$ cat src/rtl/keyladder_pkg.sv
package keyladder_pkg;

    // Reported key identifier: 0 means no key.
    typedef enum logic [2:0] {
        KEY_NONE = 3'd0,
        KEY_SW1  = 3'd1,
        KEY_SW2  = 3'd2,
        KEY_SW3  = 3'd3,
        KEY_SW4  = 3'd4
    } key_e;

    // Qualifier state: whether the last two windows agreed.
    typedef enum logic {
        Q_UNSETTLED = 1'b0,
        Q_SETTLED   = 1'b1
    } qual_e;

    localparam int NUM_KEYS = 4;

endpackage

$ cat src/rtl/window_accum.sv
module window_accum #(
    parameter int SAMPLE_W = 8,
    parameter int WIN_LOG2 = 4
) (
    input  logic                clk,
    input  logic                rst,
    input  logic                smp_valid,
    input  logic [SAMPLE_W-1:0] smp_data,
    output logic                win_close,
    output logic [WIN_LOG2-1:0] win_code
);

    localparam int ACC_W   = SAMPLE_W + WIN_LOG2;
    localparam int WIN_LEN = 1 << WIN_LOG2;
    localparam int CNT_W   = WIN_LOG2 + 1;

    logic [ACC_W-1:0] acc_q;
    logic [ACC_W-1:0] sum_next;
    logic [CNT_W-1:0] cnt_q;
    logic             last_smp;

    // Sum including the current sample; the carry grows into the upper bits.
    assign sum_next = acc_q + {{WIN_LOG2{1'b0}}, smp_data};
    assign last_smp = (cnt_q == CNT_W'(1));

    always_ff @(posedge clk) begin
        if (rst) begin
            acc_q     <= '0;
            cnt_q     <= CNT_W'(WIN_LEN);
            win_close <= 1'b0;
            win_code  <= '0;
        end else begin
            win_close <= 1'b0;
            if (smp_valid) begin
                if (last_smp) begin
                    // The window ends: take the average, then start a fresh sum.
                    acc_q     <= '0;
                    cnt_q     <= CNT_W'(WIN_LEN);
                    win_close <= 1'b1;
                    win_code  <= sum_next[ACC_W-1 -: WIN_LOG2];
                end else begin
                    acc_q <= sum_next;
                    cnt_q <= cnt_q - CNT_W'(1);
                end
            end
        end
    end

    // the down-counter stays inside 1..WIN_LEN.
    p_count_range_r2: assert property (@(posedge clk) disable iff (rst)
        (cnt_q >= CNT_W'(1)) && (cnt_q <= CNT_W'(WIN_LEN)));

    // a window only closes on an accepted strobe.
    p_close_on_strobe_r2: assert property (@(posedge clk) disable iff (rst)
        win_close |-> $past(smp_valid));

    // after a close the counter has been reloaded to a full window.
    p_reload_after_close_r2: assert property (@(posedge clk) disable iff (rst)
        win_close |-> (cnt_q == CNT_W'(WIN_LEN)));

endmodule

$ cat src/rtl/code_qualifier.sv
module code_qualifier
    import keyladder_pkg::*;
#(
    parameter int CODE_W     = 4,
    parameter int NOKEY_CODE = 13
) (
    input  logic              clk,
    input  logic              rst,
    input  logic              win_close,
    input  logic [CODE_W-1:0] win_code,
    output logic              upd,
    output logic [CODE_W-1:0] cur_code,
    output logic              settled
);

    qual_e             state_q;
    qual_e             state_d;
    logic [CODE_W-1:0] prev_q;
    logic              code_match;

    assign code_match = (win_code == prev_q);

    // Next-state logic; only a window close can move the machine.
    always_comb begin
        state_d = state_q;
        if (win_close) begin
            unique case (state_q)
                Q_UNSETTLED: if (code_match)  state_d = Q_SETTLED;   // agree
                Q_SETTLED:   if (!code_match) state_d = Q_UNSETTLED; // disagree
            endcase
        end
    end

    // State register.
    always_ff @(posedge clk) begin
        if (rst) begin
            state_q <= Q_UNSETTLED;
        end else begin
            state_q <= state_d;
        end
    end

    // Stored code and update strobe.
    always_ff @(posedge clk) begin
        if (rst) begin
            prev_q <= CODE_W'(NOKEY_CODE);
            upd    <= 1'b0;
        end else begin
            upd <= win_close;
            if (win_close) begin
                prev_q <= win_code;
            end
        end
    end

    assign cur_code = prev_q;
    assign settled  = (state_q == Q_SETTLED);

    // qualifier state and stored code hold between window closes.
    p_hold_between_r4: assert property (@(posedge clk) disable iff (rst)
        !win_close |=> ($stable(state_q) && $stable(prev_q)));

    // equal codes settle, different codes unsettle.
    p_match_settles_r4: assert property (@(posedge clk) disable iff (rst)
        (win_close && (win_code == prev_q)) |=> settled);

    p_mismatch_unsettles_r4: assert property (@(posedge clk) disable iff (rst)
        (win_close && (win_code != prev_q)) |=> !settled);

endmodule

$ cat src/rtl/band_decoder.sv
module band_decoder
    import keyladder_pkg::*;
#(
    parameter int                           CODE_W     = 4,
    parameter int                           NOKEY_CODE = 13,
    // Lower code bound of SW2, SW3 and SW4, lowest band in the low slice.
    parameter logic [(NUM_KEYS-1)*CODE_W-1:0] BAND_LO  = {4'd10, 4'd7, 4'd4}
) (
    input  logic [CODE_W-1:0] code,
    input  logic              settled,
    output key_e              key
);

    localparam int UPPER_BANDS = NUM_KEYS - 1;

    logic [CODE_W-1:0] lo_bound [UPPER_BANDS];
    key_e              band_key;

    genvar g;
    generate
        for (g = 0; g < UPPER_BANDS; g++) begin : g_bounds
            assign lo_bound[g] = BAND_LO[g*CODE_W +: CODE_W];
        end
    endgenerate

    // Highest band whose lower bound the code reaches wins.
    always_comb begin
        band_key = KEY_SW1;
        for (int i = 0; i < UPPER_BANDS; i++) begin
            if (code >= lo_bound[i]) begin
                band_key = key_e'(3'(i + 2));
            end
        end
    end

    // The no-key range is checked first and overrides the qualifier.
    always_comb begin
        if (code >= CODE_W'(NOKEY_CODE)) begin
            key = KEY_NONE;
        end else if (!settled) begin
            key = KEY_NONE;
        end else begin
            key = band_key;
        end
    end

endmodule

$ cat src/rtl/keyladder_decoder.sv
module keyladder_decoder
    import keyladder_pkg::*;
#(
    parameter int SAMPLE_W   = 8,
    parameter int WIN_LOG2   = 4,
    parameter int NOKEY_CODE = 13
) (
    input  logic                clk,
    input  logic                rst,
    input  logic                smp_valid,
    input  logic [SAMPLE_W-1:0] smp_data,
    output logic [2:0]          key_id,
    output logic                key_stable,
    output logic                key_event
);

    localparam int CODE_W = WIN_LOG2;

    logic              win_close;
    logic [CODE_W-1:0] win_code;
    logic              upd;
    logic [CODE_W-1:0] cur_code;
    logic              settled;
    key_e              dec_key;
    key_e              key_q;
    logic              stable_q;
    logic              event_q;

    window_accum #(
        .SAMPLE_W (SAMPLE_W),
        .WIN_LOG2 (WIN_LOG2)
    ) u_accum (
        .clk       (clk),
        .rst       (rst),
        .smp_valid (smp_valid),
        .smp_data  (smp_data),
        .win_close (win_close),
        .win_code  (win_code)
    );

    code_qualifier #(
        .CODE_W     (CODE_W),
        .NOKEY_CODE (NOKEY_CODE)
    ) u_qual (
        .clk       (clk),
        .rst       (rst),
        .win_close (win_close),
        .win_code  (win_code),
        .upd       (upd),
        .cur_code  (cur_code),
        .settled   (settled)
    );

    band_decoder #(
        .CODE_W     (CODE_W),
        .NOKEY_CODE (NOKEY_CODE)
    ) u_band (
        .code    (cur_code),
        .settled (settled),
        .key     (dec_key)
    );

    // Output registers: refreshed once per window, one cycle after qualification.
    always_ff @(posedge clk) begin
        if (rst) begin
            key_q    <= KEY_NONE;
            stable_q <= 1'b0;
            event_q  <= 1'b0;
        end else begin
            event_q <= 1'b0;
            if (upd) begin
                key_q    <= dec_key;
                stable_q <= settled;
                event_q  <= (dec_key != key_q);
            end
        end
    end

    assign key_id     = key_q;
    assign key_stable = stable_q;
    assign key_event  = event_q;

    // reset clears every output.
    p_reset_clear_r1: assert property (@(posedge clk)
        rst |=> ((key_id == 3'd0) && !key_stable && !key_event));

    // a no-key code always reports none.
    p_highcode_none_r5: assert property (@(posedge clk) disable iff (rst)
        (upd && (cur_code >= CODE_W'(NOKEY_CODE))) |=> (key_id == 3'd0));

    // an unsettled report never names a key.
    p_unstable_none_r7: assert property (@(posedge clk) disable iff (rst)
        !key_stable |-> (key_id == 3'd0));

    // the report only moves on a qualifier update.
    p_hold_until_close_r8: assert property (@(posedge clk) disable iff (rst)
        !upd |=> ($stable(key_id) && $stable(key_stable)));

    // the event pulse coincides exactly with a change of key.
    p_event_on_change_r9: assert property (@(posedge clk) disable iff (rst)
        key_event == (key_id != $past(key_id)));

endmodule

$ cat config.mk
export PLATFORM = sky130hd
export DESIGN_NAME = keyladder_decoder
export DESIGN_NICKNAME = d
export VERILOG_FILES = /design/src/rtl/keyladder_pkg.sv /design/src/rtl/window_accum.sv /design/src/rtl/code_qualifier.sv /design/src/rtl/band_decoder.sv /design/src/rtl/keyladder_decoder.sv
export SDC_FILE = /design/constraint.sdc
export NUM_CORES = 1
export LEC_CHECK = 0
export CAP_MARGIN = 30
export CORE_AREA = 2 2 67 69
export DETAILED_ROUTE_END_ITERATION = 8
export DIE_AREA = 0 0 69 71
export DONT_BUFFER_PORTS = 1
export PLACE_DENSITY = 0.71
export SLEW_MARGIN = 20
export SYNTH_ARGS = -nofsm -noshare
export SYNTH_HDL_FRONTEND = slang
export SYNTH_HIERARCHICAL = 1
export SYNTH_SLANG_ARGS = --single-unit
$ cat constraint.sdc
create_clock -name clk -period 2.2 [get_ports clk]
set_input_delay 0.11 -clock clk [delete_from_list [all_inputs] [get_ports clk]]
set_output_delay 0.11 -clock clk [all_outputs]
set_load 0.1 [all_outputs]
Word level (Yosys, flattened, before mapping):

Index checks and enable logic that the tools add are counted.

* register bits: 33
* input bits: 11
* logic and storage cells: 33

* $add $sub $neg: 2
* muxes and demuxes: 9
* $lt $le $gt $ge: 4
* eq/ne operators: 3
* bitwise logic cells: 2
* reductions and logical operators: 3

Operators with widths (count)
* $add A12 B8 Y12: 1
* $mux W12: 1
* $mux W3: 3
* $ge A4 B3 Y1 const B: 2
* $ge A4 B4 Y1 const B: 2
* $eq A5 B1 Y1 const B: 1
* $mux W5: 1
* $sub A5 B1 Y5 const B: 1
* $eq A4 B4 Y1: 1
* $mux W2: 2
* $reduce_or A2 Y1: 2
* $ne A3 B3 Y1: 1
* $mux W1: 2
* $not A1 Y1: 2
* $reduce_and A2 Y1: 1

Depth between registers and ports, before layout:

* word-level depth: 7
* depth in mapped cells: 8
* depth with buffers taken out: 8

Modules after synthesis:

The synthesis kept the hierarchy.

Modules (own cells, without submodules)
* window_accum: cells each 139, seq. area each 440.4 um2, area each 1268.7 um2, times used 1
* code_qualifier: cells each 23, seq. area each 120.1 um2, area each 260.2 um2, times used 1
* keyladder_decoder: cells each 19, seq. area each 100.1 um2, area each 198.9 um2, times used 1
* band_decoder: cells each 10, seq. area each 0.0 um2, area each 65.1 um2, times used 1

Least setup slack after synthesis:

OpenSTA, ideal clock, no wires.

* kind: reg-to-reg
* from: register u_accum.acc_q[0]
* to: register u_accum.acc_q[10]
* cell stages (with the launch flop): 9
* period minus slack after synthesis: 2.135 ns
* data arrival time: 2.065 ns
* setup slack: 0.065 ns
* setup time: 0.070 ns
* path through: dfxtp_1 -> ha_1 -> fa_1 -> a21o_1 -> a221o_2 -> a21oi_2 -> o21ai_2 -> or3_1 -> a21oi_1

* cells in the longest elaborated chain, start to end: 2

RTL lines
* from (decl): RTL line window_accum.sv:17 `logic [ACC_W-1:0] acc_q;`
* from (signal assigned): RTL line window_accum.sv:42 `acc_q <= sum_next;`
* $add A12 B8 Y12: RTL line window_accum.sv:23 `assign sum_next = acc_q + {{WIN_LOG2{1'b0}}, smp_data};`
* $mux W12: RTL line window_accum.sv:35 `if (last_smp) begin`

No other way between the ends.
A chain may end at the register's enable or synchronous reset.

Worst setup path in the final report:

Ends and elaborated chain as after synthesis.

==> impl_metrics.env <==
export IMPL_status="completed"
export IMPL_synth_top_area_share_pct=36.8
export IMPL_cp_max_fo=3
export IMPL_cp_required_ns=2.43
export IMPL_drtIter0Drc=56
export IMPL_maxCapViolations=0
export IMPL_comb_power_share_pct=17.6
export IMPL_ys_seq_area_share_pct=36.8
export IMPL_grt_ovfl_total=0
export IMPL_clkSinkCount=33
export IMPL_yosysTopAreaCell="dfxtp_1"
export IMPL_wl_mm=3.40
export IMPL_endpoint="u_accum/acc_q[10]$_SDFFE_PP0P_"
export IMPL_tightestPinTransition_ns=0.749
export IMPL_cp_slowest_stage_delay_ns=0.39
export IMPL_finish_net_count=225
export IMPL_vias=1370
export IMPL_end_kind="flip-flop"
export IMPL_synth_edff_count=0
export IMPL_rrSetupSlack_ns=0.02
export IMPL_cp_slowest_cell="a221o_2"
export IMPL_htree_levels=2
export IMPL_r2r_cells=8
export IMPL_core_um2=4200
export IMPL_n_antenna_cell=0
export IMPL_ys_warn_count=6
export IMPL_ios=16
export IMPL_synth_nets=213
export IMPL_setup_tns_ns=0
export IMPL_worstSetupPathDepth=8
export IMPL_power_total_w=0.00154
export IMPL_fmaxAchievable_mhz=458
export IMPL_crit_path_start="u_accum/acc_q[0]$_SDFFE_PP0P_"
export IMPL_p_seq_share_pct=44.2
export IMPL_cts_clk_slew_worst_paths_ns=0.07
export IMPL_timing_rr_start="u_accum/acc_q[0]$_SDFFE_PP0P_"
export IMPL_slew_viol_final=0
export IMPL_clock_latency_ns=0.29
export IMPL_p_leak_nw=0.811
export IMPL_synth_ff_type="dfxtp_1"
export IMPL_area_growth_syn_to_layout_pct=13.6
export IMPL_cts_buffer_depth=2
export IMPL_initial_utilization_pct=42.6
export IMPL_fin_hold_ws_ns=0.0186
export IMPL_crit_top_cell="a21oi_2"
export IMPL_dpl_cell_count=244
export IMPL_ys_types=48
export IMPL_finalHoldViolations=0
export IMPL_internal_power_w=0.00114
export IMPL_reg2reg_to="u_accum/acc_q[10]$_SDFFE_PP0P_"
export IMPL_crit_arrival_ns=2.41
export IMPL_wl_per_cell_um=13.3
export IMPL_dp_hpwl_mm=2.31
export IMPL_gp_congestion=0.801
export IMPL_postSynthRegisterBits=33
export IMPL_maxSlewHeadroom_pct=49.9
export IMPL_fin_cells=256
export IMPL_cts_made_buffers=5
export IMPL_antenna_found_initial=0
export IMPL_dieHeight_um=71
export IMPL_power_density_nw_per_um2=756
export IMPL_min_period_ns=2.18
export IMPL_switching_share_pct=25.8
export IMPL_grt_max_degree=18
export IMPL_critical_path_buf_inv_count=0
export IMPL_hold_path_class="input port to flip-flop"
export IMPL_syn_area_um2=1790
export IMPL_row_count=24
export IMPL_port_buffer_count=0
export IMPL_grtUsageTotal_pct=14.6
export IMPL_synth_area_leaders="dfxtp_1 (37%), ha_1 (7.0%), xnor2_1 (5.9%)"
export IMPL_path_delay_family="compound AO/OA/AOI/OAI gates"
export IMPL_synth_async_reset_ratio_pct=0
export IMPL_startpoint_type="flip-flop"
export IMPL_fp_dieW_um=69
export IMPL_rsz0062_at_grt="yes"
export IMPL_drc=0
export IMPL_cts_tree="done"
export IMPL_finalSetupViolCount=0
export IMPL_worstSetupPathType="flip-flop to flip-flop"
export IMPL_postRouteAntennaNets=0
export IMPL_yosys_top_cells_count="dfxtp_1 (33), a21oi_1 (15), nor2_1 (14)"
export IMPL_dieArea_um2=4900
export IMPL_crit_path_cell_trace="ha_4 > fa_2 > a21o_1 > a221o_2 > a21oi_2 > o21ai_2 > or3_1 > a21oi_2"
export IMPL_post_synth_top_count_cell="dfxtp_1"
export IMPL_dr_pass1_iters=4
export IMPL_period_share_pct=99.2
export IMPL_root_buffer="clkbuf_8"
export IMPL_pwr_share_clk_pct=38.2
export IMPL_switchingPower_w=0.000398
export IMPL_final_core_util_pct=48.5
export IMPL_viasPerCell=5.35
export IMPL_synthCells=191
export IMPL_syn_avg_cell_area_um2=9.39
export IMPL_grt_pass1_vias=1318
export IMPL_grt_first_pass_wirelength_mm=5.69
export IMPL_ir_drop_v=0.000474
export IMPL_drive_above_1_share_pct=15.7
export IMPL_worst_clock_skew_ns=0.00622
per-layer routing:
layer	wire, µm	global-route usage [%]	vias to the layer above
met5	0	0	-
met4	60	6.54	0
met3	198	5.70	5
met2	1650	24.1	35
met1	1500	16.6	629
li1	-	-	701
sequential cells by signal, indices dropped and copies added (netlist names):
name / flops
key_event: 1
key_id: 3
key_stable: 1
u_accum/acc_q: 12
u_accum/cnt_q: 5
u_accum/win_close: 1
u_accum/win_code: 4
u_qual/cur_code: 4
u_qual/settled: 1
u_qual/upd: 1
kinds of logic (layout without fill, tap and decap cells):
| group | after synthesis | after routing | synth area share [%] |
|---|---|---|---|
| and+or+nand+nor | 61 | 61 | 19.0 |
| AOI/OAI and AO/OA | 47 | 47 | 18.7 |
| DFF | 33 | 33 | 36.8 |
| xor gates and xnor gates | 21 | 21 | 10.3 |
| buffers and inverters | 13 | 26 | 4.33 |
| adders and majority gates | 11 | 11 | 8.09 |
| muxes | 5 | 5 | 2.79 |
power by group through the flow:
stage / Sequential, W / Combinational, W / Clock, W
2_1_floorplan: 0.000683 / 0.000222 / 0
3_3_place_gp: 0.000692 / 0.000245 / 0
3_5_place_dp: 0.000693 / 0.000250 / 0
4_1_cts: 0.000680 / 0.000265 / 0.000613
5_1_grt: 0.000687 / 0.000307 / 0.000639
6_report: 0.000681 / 0.000271 / 0.000588
cells in the final DEF, fill, tap and decap left out, types with 7 or more instances in the layout:
| master | n |
|---|---|
| a21oi_1 | 14 |
| a22o_1 | 7 |
| ha_1 | 9 |
| nor2_1 | 14 |
| xor2_1 | 9 |
| nand2b_1 | 8 |
| buf_4 | 9 |
| dfxtp_1 | 32 |
| xnor2_1 | 12 |
| nand3_1 | 8 |
| nand2_1 | 9 |
per-stage QoR:
step,cell area [µm²],setup slack (ns)
after detailed placement,1860,-0.0335
after floorplan,1790,0.0649
after CTS,2010,0.0150
final,2040,0.0177
after global placement,1860,0.0232
after global routing,2040,-0.0421
worst min-delay path by stage:
stage | start | end | slack [ns] | depth (start not counted)
floorplan | rst | u_qual/upd$_SDFF_PP0_ | 0.18 | 1
global placement | rst | u_qual/upd$_SDFF_PP0_ | 0.18 | 1
detailed placement | rst | u_qual/upd$_SDFF_PP0_ | 0.18 | 1
CTS | smp_valid | u_accum/acc_q[1]$_SDFFE_PP0P_ | 0.01 | 2
global route | smp_valid | u_accum/acc_q[1]$_SDFFE_PP0P_ | 0.03 | 2
finish | smp_valid | u_accum/acc_q[1]$_SDFFE_PP0P_ | 0.02 | 2
cell type report:
class	count	area [µm²]
clock inverter	1	30.0
sequential	33	662
fill	400	2170
multi-input combinational	145	1070
tap	52	65.1
timing repair buffer	12	97.6
clock buffer	7	86.3
inverter	6	22.5
timing repair:
item                                    CTS  global route
hold buffers                              3             0
buffers inserted                          0             1
gates resized for setup                   1             4
endpoints found under the hold margin    18             0
pin swaps                                 0             2
endpoints found under the setup margin    2             3
Power figures use the tool's default switching activity.
